$ cat config.mk
export PLATFORM = sky130hd
export DESIGN_NAME = mdio_master
export DESIGN_NICKNAME = d
export VERILOG_FILES = /design/src/rtl/mdio_pkg.sv /design/src/rtl/mdio_clkgen.sv /design/src/rtl/mdio_seq.sv /design/src/rtl/mdio_master.sv
export SDC_FILE = /design/constraint.sdc
export NUM_CORES = 1
export LEC_CHECK = 0
export BUFFER_PORTS_ARGS = -buffer_cell sky130_fd_sc_hd__buf_2
export CORE_MARGIN = 10
export CORE_UTILIZATION = 52
export CTS_BUF_LIST = sky130_fd_sc_hd__clkbuf_16
export DETAILED_ROUTE_END_ITERATION = 12
export PLACE_DENSITY = 0.76
export REMOVE_ABC_BUFFERS = 1
export SYNTH_ARGS = -nofsm -noshare
export SYNTH_HDL_FRONTEND = slang
export SYNTH_SLANG_ARGS = --single-unit
$ cat constraint.sdc
create_clock -name clk -period 1.6 [get_ports clk]
set_input_delay 0.08 -clock clk [delete_from_list [all_inputs] [get_ports clk]]
set_output_delay 0.08 -clock clk [all_outputs]
set_load 0.05 [all_outputs]
$ cat src/rtl/mdio_pkg.sv
package mdio_pkg;

  // command and status bit positions
  localparam int CMD_RD_BIT   = 27;
  localparam int CMD_WR_BIT   = 26;
  localparam int STS_DONE_BIT = 28;
  localparam int STS_BUSY_BIT = 29;

  // fixed frame fields
  localparam logic [1:0] FLD_START = 2'b01;
  localparam logic [1:0] FLD_OP_WR = 2'b01;
  localparam logic [1:0] FLD_OP_RD = 2'b10;
  localparam logic [1:0] FLD_TA_WR = 2'b10;

  typedef struct packed {
    logic        rd;
    logic [4:0]  phy;
    logic [4:0]  regad;
    logic [15:0] data;
  } mdio_cmd_t;

endpackage

$ cat src/rtl/mdio_clkgen.sv
module mdio_clkgen #(
  parameter int HALF_DIV = 2
) (
  input  logic clk,
  input  logic rst_n,
  input  logic start,
  input  logic run,
  output logic mdc,
  output logic bit_end
);
  localparam int CW = (HALF_DIV > 1) ? $clog2(HALF_DIV) : 1;
  localparam logic [CW-1:0] CNT_LAST = CW'(HALF_DIV - 1);

  logic [CW-1:0] cnt_q, cnt_d;
  logic          hi_q, hi_d;
  logic          wrap;

  assign wrap = (cnt_q == CNT_LAST);

  always_comb begin
    cnt_d   = cnt_q;
    hi_d    = hi_q;
    bit_end = 1'b0;
    if (start) begin
      cnt_d = '0;
      hi_d  = 1'b0;
    end else if (run) begin
      if (wrap) begin
        cnt_d   = '0;
        hi_d    = ~hi_q;
        bit_end = hi_q;
      end else begin
        cnt_d = cnt_q + 1'b1;
      end
    end else begin
      cnt_d = '0;
      hi_d  = 1'b0;
    end
  end

  always_ff @(posedge clk or negedge rst_n) begin
    if (!rst_n) begin
      cnt_q <= '0;
      hi_q  <= 1'b0;
    end else begin
      cnt_q <= cnt_d;
      hi_q  <= hi_d;
    end
  end

  assign mdc = hi_q;

endmodule

$ cat src/rtl/mdio_seq.sv
module mdio_seq
  import mdio_pkg::*;
#(
  parameter int PRE_LEN = 35
) (
  input  logic        clk,
  input  logic        rst_n,
  input  logic        start,
  input  mdio_cmd_t   cmd,
  input  logic        bit_end,
  input  logic        mdio_i,
  output logic        busy,
  output logic        is_rd,
  output logic        mdio_o,
  output logic        mdio_oe,
  output logic        fin,
  output logic [15:0] rd_word
);
  localparam int HEAD_W  = PRE_LEN + 14;
  localparam int FRAME_W = HEAD_W + 18;
  localparam int RD_LEN  = HEAD_W + 17;
  localparam int IW      = $clog2(FRAME_W + 1);

  logic               busy_q, busy_d;
  logic               rd_q, rd_d;
  logic               out_q, out_d;
  logic               oe_q, oe_d;
  logic [IW-1:0]      idx_q, idx_d;
  logic [IW-1:0]      last_idx;
  logic [FRAME_W-1:0] shf_q, shf_d;
  logic [FRAME_W-1:0] frame;
  logic [15:0]        smp_q, smp_d;

  assign frame = {{PRE_LEN{1'b1}}, FLD_START,
                  (cmd.rd ? FLD_OP_RD : FLD_OP_WR),
                  cmd.phy, cmd.regad, FLD_TA_WR, cmd.data};

  assign last_idx = rd_q ? IW'(RD_LEN - 1) : IW'(FRAME_W - 1);

  always_comb begin
    busy_d = busy_q;
    rd_d   = rd_q;
    out_d  = out_q;
    oe_d   = oe_q;
    idx_d  = idx_q;
    shf_d  = shf_q;
    smp_d  = smp_q;
    fin    = 1'b0;
    if (start) begin
      busy_d = 1'b1;
      rd_d   = cmd.rd;
      idx_d  = '0;
      shf_d  = frame;
      out_d  = frame[FRAME_W-1];
      oe_d   = 1'b1;
      smp_d  = '0;
    end else if (busy_q && bit_end) begin
      if (rd_q && (idx_q > IW'(HEAD_W)))
        smp_d = {smp_q[14:0], mdio_i};
      if (idx_q == last_idx) begin
        busy_d = 1'b0;
        oe_d   = 1'b0;
        out_d  = 1'b0;
        fin    = 1'b1;
      end else begin
        idx_d = idx_q + 1'b1;
        shf_d = shf_q << 1;
        out_d = shf_q[FRAME_W-2];
        oe_d  = !(rd_q && (idx_d >= IW'(HEAD_W)));
      end
    end
  end

  always_ff @(posedge clk or negedge rst_n) begin
    if (!rst_n) begin
      busy_q <= 1'b0;
      rd_q   <= 1'b0;
      out_q  <= 1'b0;
      oe_q   <= 1'b0;
      idx_q  <= '0;
      shf_q  <= '0;
      smp_q  <= '0;
    end else begin
      busy_q <= busy_d;
      rd_q   <= rd_d;
      out_q  <= out_d;
      oe_q   <= oe_d;
      idx_q  <= idx_d;
      shf_q  <= shf_d;
      smp_q  <= smp_d;
    end
  end

  assign busy    = busy_q;
  assign is_rd   = rd_q;
  assign mdio_o  = out_q;
  assign mdio_oe = oe_q;
  assign rd_word = smp_d;

endmodule

$ cat src/rtl/mdio_master.sv
module mdio_master
  import mdio_pkg::*;
#(
  parameter int HALF_DIV = 2,
  parameter int PRE_LEN  = 35
) (
  input  logic        clk,
  input  logic        rst_n,
  input  logic        cmd_wr,
  input  logic [31:0] cmd_wdata,
  output logic [31:0] status,
  output logic        mdc,
  output logic        mdio_o,
  output logic        mdio_oe,
  input  logic        mdio_i
);
  mdio_cmd_t   cmd;
  logic        accept;
  logic        seq_busy, seq_rd, seq_fin, bit_end;
  logic [15:0] rd_word;
  logic        done_q, done_d;
  logic [9:0]  addr_q, addr_d;
  logic [15:0] data_q, data_d;
  logic        unused_hi;

  assign unused_hi = ^cmd_wdata[31:28];

  assign cmd.rd    = cmd_wdata[CMD_RD_BIT];
  assign cmd.phy   = cmd_wdata[25:21];
  assign cmd.regad = cmd_wdata[20:16];
  assign cmd.data  = cmd_wdata[15:0];

  assign accept = cmd_wr && !seq_busy &&
                  (cmd_wdata[CMD_RD_BIT] || cmd_wdata[CMD_WR_BIT]);

  mdio_clkgen #(.HALF_DIV(HALF_DIV)) u_clk (
    .clk     (clk),
    .rst_n   (rst_n),
    .start   (accept),
    .run     (seq_busy),
    .mdc     (mdc),
    .bit_end (bit_end)
  );

  mdio_seq #(.PRE_LEN(PRE_LEN)) u_seq (
    .clk     (clk),
    .rst_n   (rst_n),
    .start   (accept),
    .cmd     (cmd),
    .bit_end (bit_end),
    .mdio_i  (mdio_i),
    .busy    (seq_busy),
    .is_rd   (seq_rd),
    .mdio_o  (mdio_o),
    .mdio_oe (mdio_oe),
    .fin     (seq_fin),
    .rd_word (rd_word)
  );

  always_comb begin
    done_d = done_q;
    addr_d = addr_q;
    data_d = data_q;
    if (accept) begin
      done_d = 1'b0;
      addr_d = {cmd.phy, cmd.regad};
      if (!cmd.rd) data_d = cmd.data;
    end else if (seq_fin) begin
      done_d = 1'b1;
      if (seq_rd) data_d = rd_word;
    end
  end

  always_ff @(posedge clk or negedge rst_n) begin
    if (!rst_n) begin
      done_q <= 1'b0;
      addr_q <= '0;
      data_q <= '0;
    end else begin
      done_q <= done_d;
      addr_q <= addr_d;
      data_q <= data_d;
    end
  end

  assign status = {2'b00, seq_busy, done_q, 2'b00, addr_q, data_q};

endmodule

==> flow_summary.json, run 1 <==
{
  "setup_viol": 107,
  "min_period_over_period_pct": 122.8,
  "cpLargestDelayFamily": "simple AND/OR/NAND/NOR gates",
  "synth.avg_cell_area_um2": 9.760,
  "path_cells": "buf_4, inv_2, ha_1, or4_4, a32oi_1, o22ai_1, a21oi_1",
  "cts_htree_levels": 4,
  "slowest_stage": "or4_4",
  "area_delta_synth_final_pct": 39.31,
  "ant_nets": 0,
  "layout-drive-gt1-share_pct": 28.55,
  "synth_edf_count": 0,
  "start_util_pct": 53.27,
  "cts_buffer_depth": 2,
  "cts_sinks": 122,
  "irDropWorstVdd_v": 0.0007595,
  "dieArea_um2": 15030,
  "drc_errors": 0,
  "portBuffers": 62,
  "grt_setup_unrepaired": "true",
  "antenna_found_initial": 0,
  "synth_cells": 561,
  "avgViaCountPerCell": 5.749,
  "clockRootBuffer": "clkbuf_16",
  "synthDistinctLibCells": 46,
  "violations": "negative setup slack",
  "min_period_ns": 1.965,
  "fmax_mhz": 509.0,
  "firstDrtPassIters": 6,
  "min_path_type": "in2reg",
  "crit_path_max_fanout": 6,
  "grt_pass1_wl_mm": 23.98,
  "die_h_um": 122.6,
  "fillers": 647,
  "crit_path_max_incr_delay_ns": 0.50,
  "track_usage_pct": 20.18,
  "async_flop_share_pct": 100.0,
  "ys_ff_latch": 122,
  "antenna_cells": 0,
  "arrival_ns": 2.32,
  "clk_latency_ns": 0.43,
  "slew_violations": 0,
  "required_ns": 1.95,
  "cts_buffers": 17,
  "ios": 71,
  "final_core_util_pct": 74.21,
  "cts_tree": "done",
  "final_common_cell": "nand2_1",
  "syn-cell-area_um2": 5475,
  "start_kind": "flop",
  "final_cell_mix": "130 x nand2_1, 121 x dfrtp_1, 65 x nor2_1",
  "synth-seq-area-share_pct": 55.76,
  "hold_viol": 0,
  "drt-wirelength-per-cell_um": 18.22,
  "status": "finished with violations",
  "maxCapViolations": 0,
  "crit_buf_inv": 2,
  "setup_ws_ns": -0.3648,
  "leakage_nw": 3.827,
  "clk_pin_slew_worst_paths_ns": 0.06,
  "num_rows": 37,
  "end_kind": "flop",
  "skew_ns": 0.01447,
  "gp_congestion": 0.8624,
  "fp.coreArea_um2": 10280,
  "final_nets": 738,
  "path_class": "reg2reg",
  "wirelength_mm": 15.44,
  "vias": 4869,
  "grt_pass1_vias": 4913,
  "dieWidth_um": 122.6,
  "dr.first_iter.drc_count": 388,
  "synthFlopType": "dfrtp_1",
  "power_mw": 8.660,
  "dp_hpwl_mm": 8.963,
  "overflow": 0,
  "grt_max_degree": 37,
  "p_per_area_nw_per_um2": 1135,
  "ys_warn_count": 0
}
[registers in the layout, summed over array words and instances (netlist names)]
name and cells:
addr_q 10, u_seq.mdio_oe 1, u_clk.cnt_q 1, u_seq.shf_q 66, u_seq.mdio_o 1, u_seq.busy 1, u_seq.is_rd 1, data_q 16
u_clk.mdc 1, done_q 1, u_seq.idx_q 7, u_seq.smp_q 16
[stage by stage]
stage          worst slack [ns]  cell area [um^2]  setup TNS [ns]  hold slack [ns]  cells
2_1_floorplan            -1.583              5251         -142.78          -0.2156    518
3_3_place_gp            -0.2489              6225          -12.86          0.03805    771
3_5_place_dp            -0.3195              6225          -20.60          0.04846    771
4_1_cts                 -0.3117              7471          -26.84          0.01299    843
5_1_grt                 -0.3865              7627          -34.53          0.04459    847
6_report                -0.3648              7627          -27.73          0.01877    847
[report_power, final]
group / switching (mW) / internal [mW] / total (mW)
sequential: 0.184 / 3.30 / 3.49
clock: 1.41 / 2.89 / 4.30
combinational: 0.503 / 0.367 / 0.871
[worst register-to-register path, cell delays in order (launching register included)]
cell and delay (ns):
dfrtp_2 0.44, buf_4 0.14, inv_2 0.03, ha_1 0.31, or4_4 0.50, a32oi_1 0.21
o22ai_1 0.11, a21oi_1 0.15
[repair_timing]
| action | 4_1_cts | 5_1_grt |
|---|---|---|
| endpoints found under the setup margin | 117 | 110 |
| buffers inserted | 13 | 3 |
| resized for setup | 34 | 38 |
| endpoints found under the hold margin | 142 | 0 |
| pin swaps | 9 | 12 |
| hold buffers | 23 | 0 |
| cloned | 5 | 1 |
[final cells by class]
class                   count  area, um^2  share of cell area (%)
multi-input cells         390        2308                   30.27
clock inverters            14       227.7                   2.986
flip-flops and latches    122        3054                   40.04
inverters                   6       22.52                  0.2953
clock buffers              17       425.4                   5.577
repair buffers            162        1419                   18.60
well taps                 136       170.2                   2.231
[metal layers]
| metal | global-route usage, % | wire, um |
|---|---|---|
| met1 | 23.29 | 5939 |
| met2 | 34.56 | 8182 |
| met3 | 4.821 | 859 |
| met4 | 9.941 | 454 |
| met5 | 0 | 0 |
[cells in the mapped netlist, types with 3 or more instances]
cell      count  area share, %
a21o_1        9            1.2
a21oi_1       4           0.37
a221o_1      10            1.8
a22o_1       13            2.1
a22oi_1      11            1.5
a31oi_1       5           0.57
and3_1       11            1.3
buf_2        17            1.6
buf_4         9            1.2
clkbuf_1     17            1.2
dfrtp_1     122             56
ha_1          3           0.69
inv_1         6           0.41
mux2i_1      30            5.5
nand2_1     130            8.9
nand3_1       6           0.55
nor2_1       67            4.6
nor3_1        5           0.46
nor3b_1       3           0.41
o21ai_0      47            4.3
o31ai_1       3           0.41
[logic make-up (layout without fill, tap and decap cells)]
| kind of cell | Yosys count | count (layout) | share of synthesized area [%] |
|---|---|---|---|
| AOI/OAI and AO/OA | 114 | 114 | 14.56 |
| xor gates and xnor gates | 4 | 4 | 0.6400 |
| adders and majority gates | 3 | 3 | 0.6856 |
| buffers and inverters | 52 | 199 | 4.707 |
| DFF | 122 | 122 | 55.76 |
| muxes | 32 | 32 | 5.896 |
| other | 1 | 4 | 0.06849 |
| and+or+nand+nor | 233 | 233 | 17.69 |
[worst paths after layout]
check / slack [ns] / depth (start not counted) / from / end
setup reg to reg: -0.36 / 7 / u_seq.idx_q[0] / u_seq.mdio_oe
setup / recovery: -0.36 / 7 / u_seq.idx_q[0] / u_seq.mdio_oe
hold / removal: 0.02 / 3 / cmd_wdata[25] / addr_q[9]
max in group asynchronous: 0.90 / 3 / rst_n / u_seq.shf_q[26]
min in group asynchronous: 0.14 / 2 / rst_n / u_seq.smp_q[8]
hold reg to reg: 0.46 / 2 / u_seq.shf_q[48] / u_seq.shf_q[49]
Power figures use the tool's default switching activity.
==> inputs of run 2 (changes only) <==
--- a/config.mk
+++ b/config.mk
@@ -10,7 +10,7 @@
 export CORE_UTILIZATION = 52
 export CTS_BUF_LIST = sky130_fd_sc_hd__clkbuf_16
 export DETAILED_ROUTE_END_ITERATION = 12
-export PLACE_DENSITY = 0.76
+export PLACE_DENSITY = 0.74
 export REMOVE_ABC_BUFFERS = 1
 export SYNTH_ARGS = -nofsm -noshare
 export SYNTH_HDL_FRONTEND = slang
==> run 2 against run 1 <==
The flow still finishes with violations (negative setup slack). Core utilization rose by 6.7 points. Non-clock buffer count grew 19. Die area did not move. Sequential share of layout area fell by 3.3 points. Clock skew hardly changed. Sequential power hardly changed. Final cell count grew 2.6%. Maximum frequency fell by 4.3%. Critical path type unchanged. Critical endpoint unchanged.
==> flow_summary.json, run 2 (synthesis gave the netlist of run 1 again) <==
{
  "whs_path_depth": 3,
  "track_usage_pct": 22.15,
  "crit_path_max_fanout": 5,
  "dieWidth_um": 122.6,
  "leakage_nw": 4.078,
  "clockRootBuffer": "clkbuf_16",
  "cts_htree_levels": 4,
  "p_per_area_nw_per_um2": 1039,
  "path_class": "reg2reg",
  "setup_viol": 108,
  "layout-drive-gt1-share_pct": 41.39,
  "ant_nets": 0,
  "setup_ws_ns": -0.4524,
  "hold_viol": 0,
  "drc_errors": 0,
  "holdWs_ns": 0.01737,
  "reg2regPathDepth": 8,
  "irDropWorstVdd_v": 0.0008948,
  "firstDrtPassIters": 5,
  "overflow": 0,
  "skew_ns": 0.01495,
  "final_cell_mix": "121 x dfrtp_1, 78 x nand2_1, 65 x nor2_1",
  "grt_pass1_wl_mm": 26.19,
  "clk_latency_ns": 0.43,
  "slowest_stage": "dfrtp_2",
  "wirelength_mm": 19.41,
  "dieArea_um2": 15030,
  "final_nets": 758,
  "regMostFlops": "u_seq.shf_q",
  "cts_tree": "done",
  "required_ns": 1.94,
  "arrival_ns": 2.39,
  "fmax_mhz": 487.2,
  "maxCapViolations": 0,
  "portBuffers": 62,
  "grt_setup_unrepaired": "true",
  "min_period_over_period_pct": 128.3,
  "start_util_pct": 53.27,
  "cts_sinks": 122,
  "crit_top_cell": "buf_6",
  "crit_path_max_incr_delay_ns": 0.47,
  "avgViaCountPerCell": 6.061,
  "path_cells": "buf_6, buf_6, ha_4, xor2_1, or4_4, a22oi_1, o22ai_1, a21oi_1",
  "status": "finished with violations",
  "cts_buffer_depth": 2,
  "power_mw": 8.642,
  "finalSetupTns_ns": -34.38,
  "fp.coreArea_um2": 10280,
  "end_kind": "flop",
  "violations": "negative setup slack",
  "largest_reg_flops": 66,
  "reg_top3": "u_seq.shf_q: 66 flops, data_q: 16 flops, u_seq.smp_q: 16 flops",
  "vias": 5267,
  "antenna_found_initial": 1,
  "dp_hpwl_mm": 8.828,
  "gp_congestion": 0.8777,
  "cts_buffers": 17,
  "final_common_cell": "dfrtp_1",
  "ios": 71,
  "area_delta_synth_final_pct": 51.85,
  "dr.first_iter.drc_count": 567,
  "min_path_type": "in2reg",
  "slew_violations": 0,
  "num_rows": 37,
  "die_h_um": 122.6,
  "grt_max_degree": 35,
  "min_period_ns": 2.052,
  "grt_pass1_vias": 5135,
  "start_kind": "flop",
  "clk_pin_slew_worst_paths_ns": 0.06,
  "drt-wirelength-per-cell_um": 22.34
}
run 2: area by class of cell:
type	instances	area, um^2
timing repair buffer	181	1750
clock inverter	15	224.0
tap	136	170.2
sequential	122	3054
multi-input combinational	391	2665
fill	551	1963
clock buffer	17	425.4
antenna	1	2.502
inverter	6	22.52
run 2: path summary, 6_finish.rpt:
path | endpoint | from | slack, ns
max | u_seq.mdio_oe | u_seq.idx_q[0] | -0.45
min | addr_q[7] | cmd_wdata[23] | 0.02
max reg2reg | u_seq.mdio_oe | u_seq.idx_q[0] | -0.45
min reg2reg | u_seq.shf_q[62] | u_seq.shf_q[61] | 0.48
max in group asynchronous | u_seq.shf_q[61] | rst_n | 0.83
min in group asynchronous | data_q[9] | rst_n | 0.11
run 2: worst max-delay path: cells and delay by family, from the launching register on:
| family | cells | cell delay, ns |
|---|---|---|
| adders and majority gates | 1 | 0.16 |
| buffers and inverters | 2 | 0.27 |
| and+or+nand+nor | 1 | 0.45 |
| AOI/OAI and AO/OA | 3 | 0.47 |
| xor gates and xnor gates | 1 | 0.16 |
| DFF | 1 | 0.47 |
run 2: metrics by stage:
step | util [%] | std cells | cell area (um^2) | setup WS [ns]
2_1_floorplan | - | 518 | 5251 | -1.583
3_3_place_gp | 61.25 | 772 | 6295 | -0.2458
3_5_place_dp | 61.25 | 772 | 6295 | -0.3052
4_1_cts | 74.80 | 847 | 7687 | -0.2761
5_1_grt | 80.90 | 869 | 8314 | -0.4704
6_report | 80.90 | 869 | 8314 | -0.4524
run 2: metal layers:
layer | GRT usage, % | share of wire [%] | up-vias
li1 | - | - | 2231
met1 | 25.51 | 36 | 2626
met2 | 38.29 | 51 | 316
met3 | 5.969 | 7.9 | 94
met4 | 9.205 | 5.2 | 0
met5 | 0 | 0 | -
run 2: timing repair:
| item | 4_1_cts | 5_1_grt |
|---|---|---|
| gates resized for setup | 69 | 136 |
| setup buffers | 11 | 21 |
| hold buffers | 22 | 0 |
| hold endpoints to repair | 145 | 0 |
| cloned | 10 | 8 |
| pin swaps | 26 | 44 |
| endpoints found under the setup margin | 107 | 111 |
run 2: power by group:
part           switching, mW  internal [mW]
combinational          0.510          0.379
clock                   1.50           2.76
sequential             0.194           3.30
total                   2.20           6.44
==> inputs of run 3 (changes only) <==
--- a/config.mk
+++ b/config.mk
@@ -12,6 +12,7 @@
 export DETAILED_ROUTE_END_ITERATION = 12
 export PLACE_DENSITY = 0.74
 export REMOVE_ABC_BUFFERS = 1
+export SETUP_SLACK_MARGIN = 0.1
 export SYNTH_ARGS = -nofsm -noshare
 export SYNTH_HDL_FRONTEND = slang
 export SYNTH_SLANG_ARGS = --single-unit
==> run 3 against run 2 <==
Sequential power is essentially flat. Combinational power shrank 2%. Final cell count shrank 0.23%. Non-clock buffer count shrank 2. Largest power group unchanged. The run still ends with negative setup slack left. Largest cell class unchanged. Register-to-register slack gained 0.02 ns. Clock-buffer cell count is the same. Core utilization shrank 0.26 points. Sequential share of layout area grew 0.12 points.
==> flow_summary.json, run 3 (synthesis gave the netlist of run 1 again) <==
{
  "min_path_type": "in2reg",
  "min_period_over_period_pct": 127.1,
  "cts_htree_levels": 4,
  "dieArea_um2": 15030,
  "largest_reg_flops": 66,
  "avgViaCountPerCell": 5.953,
  "violations": "negative setup slack",
  "wirelength_mm": 18.61,
  "antenna_found_initial": 1,
  "arrival_ns": 2.37,
  "clockRootBuffer": "clkbuf_16",
  "crit_path_max_fanout": 5,
  "dp_worst_setup_slack_ns": -0.3052,
  "firstDrtPassIters": 8,
  "area_delta_synth_final_pct": 51.37,
  "dieWidth_um": 122.6,
  "grt_pass1_wl_mm": 26.19,
  "multi_input_comb_area_um2": 2689,
  "skew_ns": 0.01357,
  "end_kind": "flop",
  "ant_nets": 0,
  "drc_errors": 0,
  "fillers": 551,
  "min_period_ns": 2.034,
  "start_util_pct": 53.27,
  "final_nets": 756,
  "setup_viol": 107,
  "cts_sinks": 122,
  "grt_max_degree": 35,
  "fp.coreArea_um2": 10280,
  "hold_viol": 0,
  "overflow": 0,
  "final_core_util_pct": 80.64,
  "portBuffers": 62,
  "slew_violations": 0,
  "required_ns": 1.94,
  "dr.first_iter.drc_count": 728,
  "irDropWorstVdd_v": 0.0008871,
  "track_usage_pct": 22.15,
  "clk_pin_slew_worst_paths_ns": 0.06,
  "final_common_cell": "dfrtp_1",
  "status": "finished with violations",
  "gp_congestion": 0.8777,
  "reg_top3": "u_seq.shf_q: 66 flops, data_q: 16 flops, u_seq.smp_q: 16 flops",
  "p_per_area_nw_per_um2": 1045,
  "dpl-instance-area_um2": 6295,
  "ios": 71,
  "regArea_um2": 3054,
  "cts_tree": "done",
  "dp_hpwl_mm": 8.828,
  "start_kind": "flop",
  "regMostFlops": "u_seq.shf_q",
  "leakage_nw": 4.089,
  "clk_latency_ns": 0.43,
  "power_mw": 8.660,
  "layout-drive-gt1-share_pct": 40.96,
  "cts_buffer_depth": 2,
  "vias": 5161,
  "final_cell_mix": "121 x dfrtp_1, 76 x nand2_1, 64 x nor2_1",
  "path_class": "reg2reg",
  "grt_setup_unrepaired": "true",
  "drt-wirelength-per-cell_um": 21.46,
  "fmax_mhz": 491.6,
  "cts_buffers": 17,
  "num_rows": 37,
  "maxCapViolations": 0,
  "grt_pass1_vias": 5135,
  "die_h_um": 122.6,
  "finalSetupTns_ns": -28.90,
  "setup_ws_ns": -0.4343,
  "final_area_um2": 8288
}
-- run 3: cell count changes in the layout (fill, tap and decap cells not counted), sizes merged --
cell,delta
buf,+2
clkbuf,-4
-- run 3: report_power, final --
part	internal, mW	total, mW	switching (mW)
clock network	2.76	4.29	1.53
registers	3.30	3.49	0.195
logic	0.370	0.873	0.504
-- run 3: repair_timing --
item | CTS | global route
gates cloned | 10 | 4
gates resized for setup | 70 | 122
pin swaps | 26 | 48
setup endpoints to repair | 110 | 120
buffers inserted | 11 | 19
hold endpoints to repair | 145 | 0
hold buffers | 22 | 0
-- run 3: cell type report --
cell class,count,area share [%]
inverter,6,0.2717
sequential,122,36.85
clock buffer,17,5.133
clock inverter,15,2.702
timing repair buffer,179,20.52
multi-input combinational,391,32.44
tap,136,2.053
antenna,1,0.03019
-- run 3: stage by stage --
| stage | cells | hold slack (ns) |
|---|---|---|
| after global routing | 867 | 0.02346 |
| final | 867 | 0.01772 |
| after detailed placement | 772 | -0.005301 |
| after floorplan | 518 | -0.2156 |
| after CTS | 847 | 0.002663 |
| after global placement | 772 | -0.007775 |
-- run 3: final timing paths --
path / slack (ns) / endpoint / cells past startpoint / from
setup / recovery: -0.43 / u_seq.mdio_oe / 8 / u_seq.idx_q[0]
hold / removal: 0.02 / addr_q[5] / 3 / cmd_wdata[21]
setup reg to reg: -0.43 / u_seq.mdio_oe / 8 / u_seq.idx_q[0]
hold reg to reg: 0.47 / u_seq.shf_q[49] / 2 / u_seq.shf_q[48]
max in group asynchronous: 0.86 / u_seq.shf_q[62] / 3 / rst_n
min in group asynchronous: 0.10 / u_seq.shf_q[5] / 2 / rst_n
-- run 3: critical path: stages, from the launching register on --
cell,delay (ns)
dfrtp_2,0.45
buf_4,0.17
buf_6,0.11
ha_2,0.19
xor2_1,0.15
or4_4,0.42
a32oi_1,0.19
o22ai_1,0.11
a21oi_1,0.16
-- run 3: layer usage --
metal  vias up  wire [um]  global-route usage [%]  share of wire, %
li1       2223          -                       -                 -
met3        58       1257                   5.969               6.8
met4         0        495                   9.205               2.7
met1      2605       7074                   25.51                38
met2       275       9782                   38.29                53
met5         -          0                       0                 0
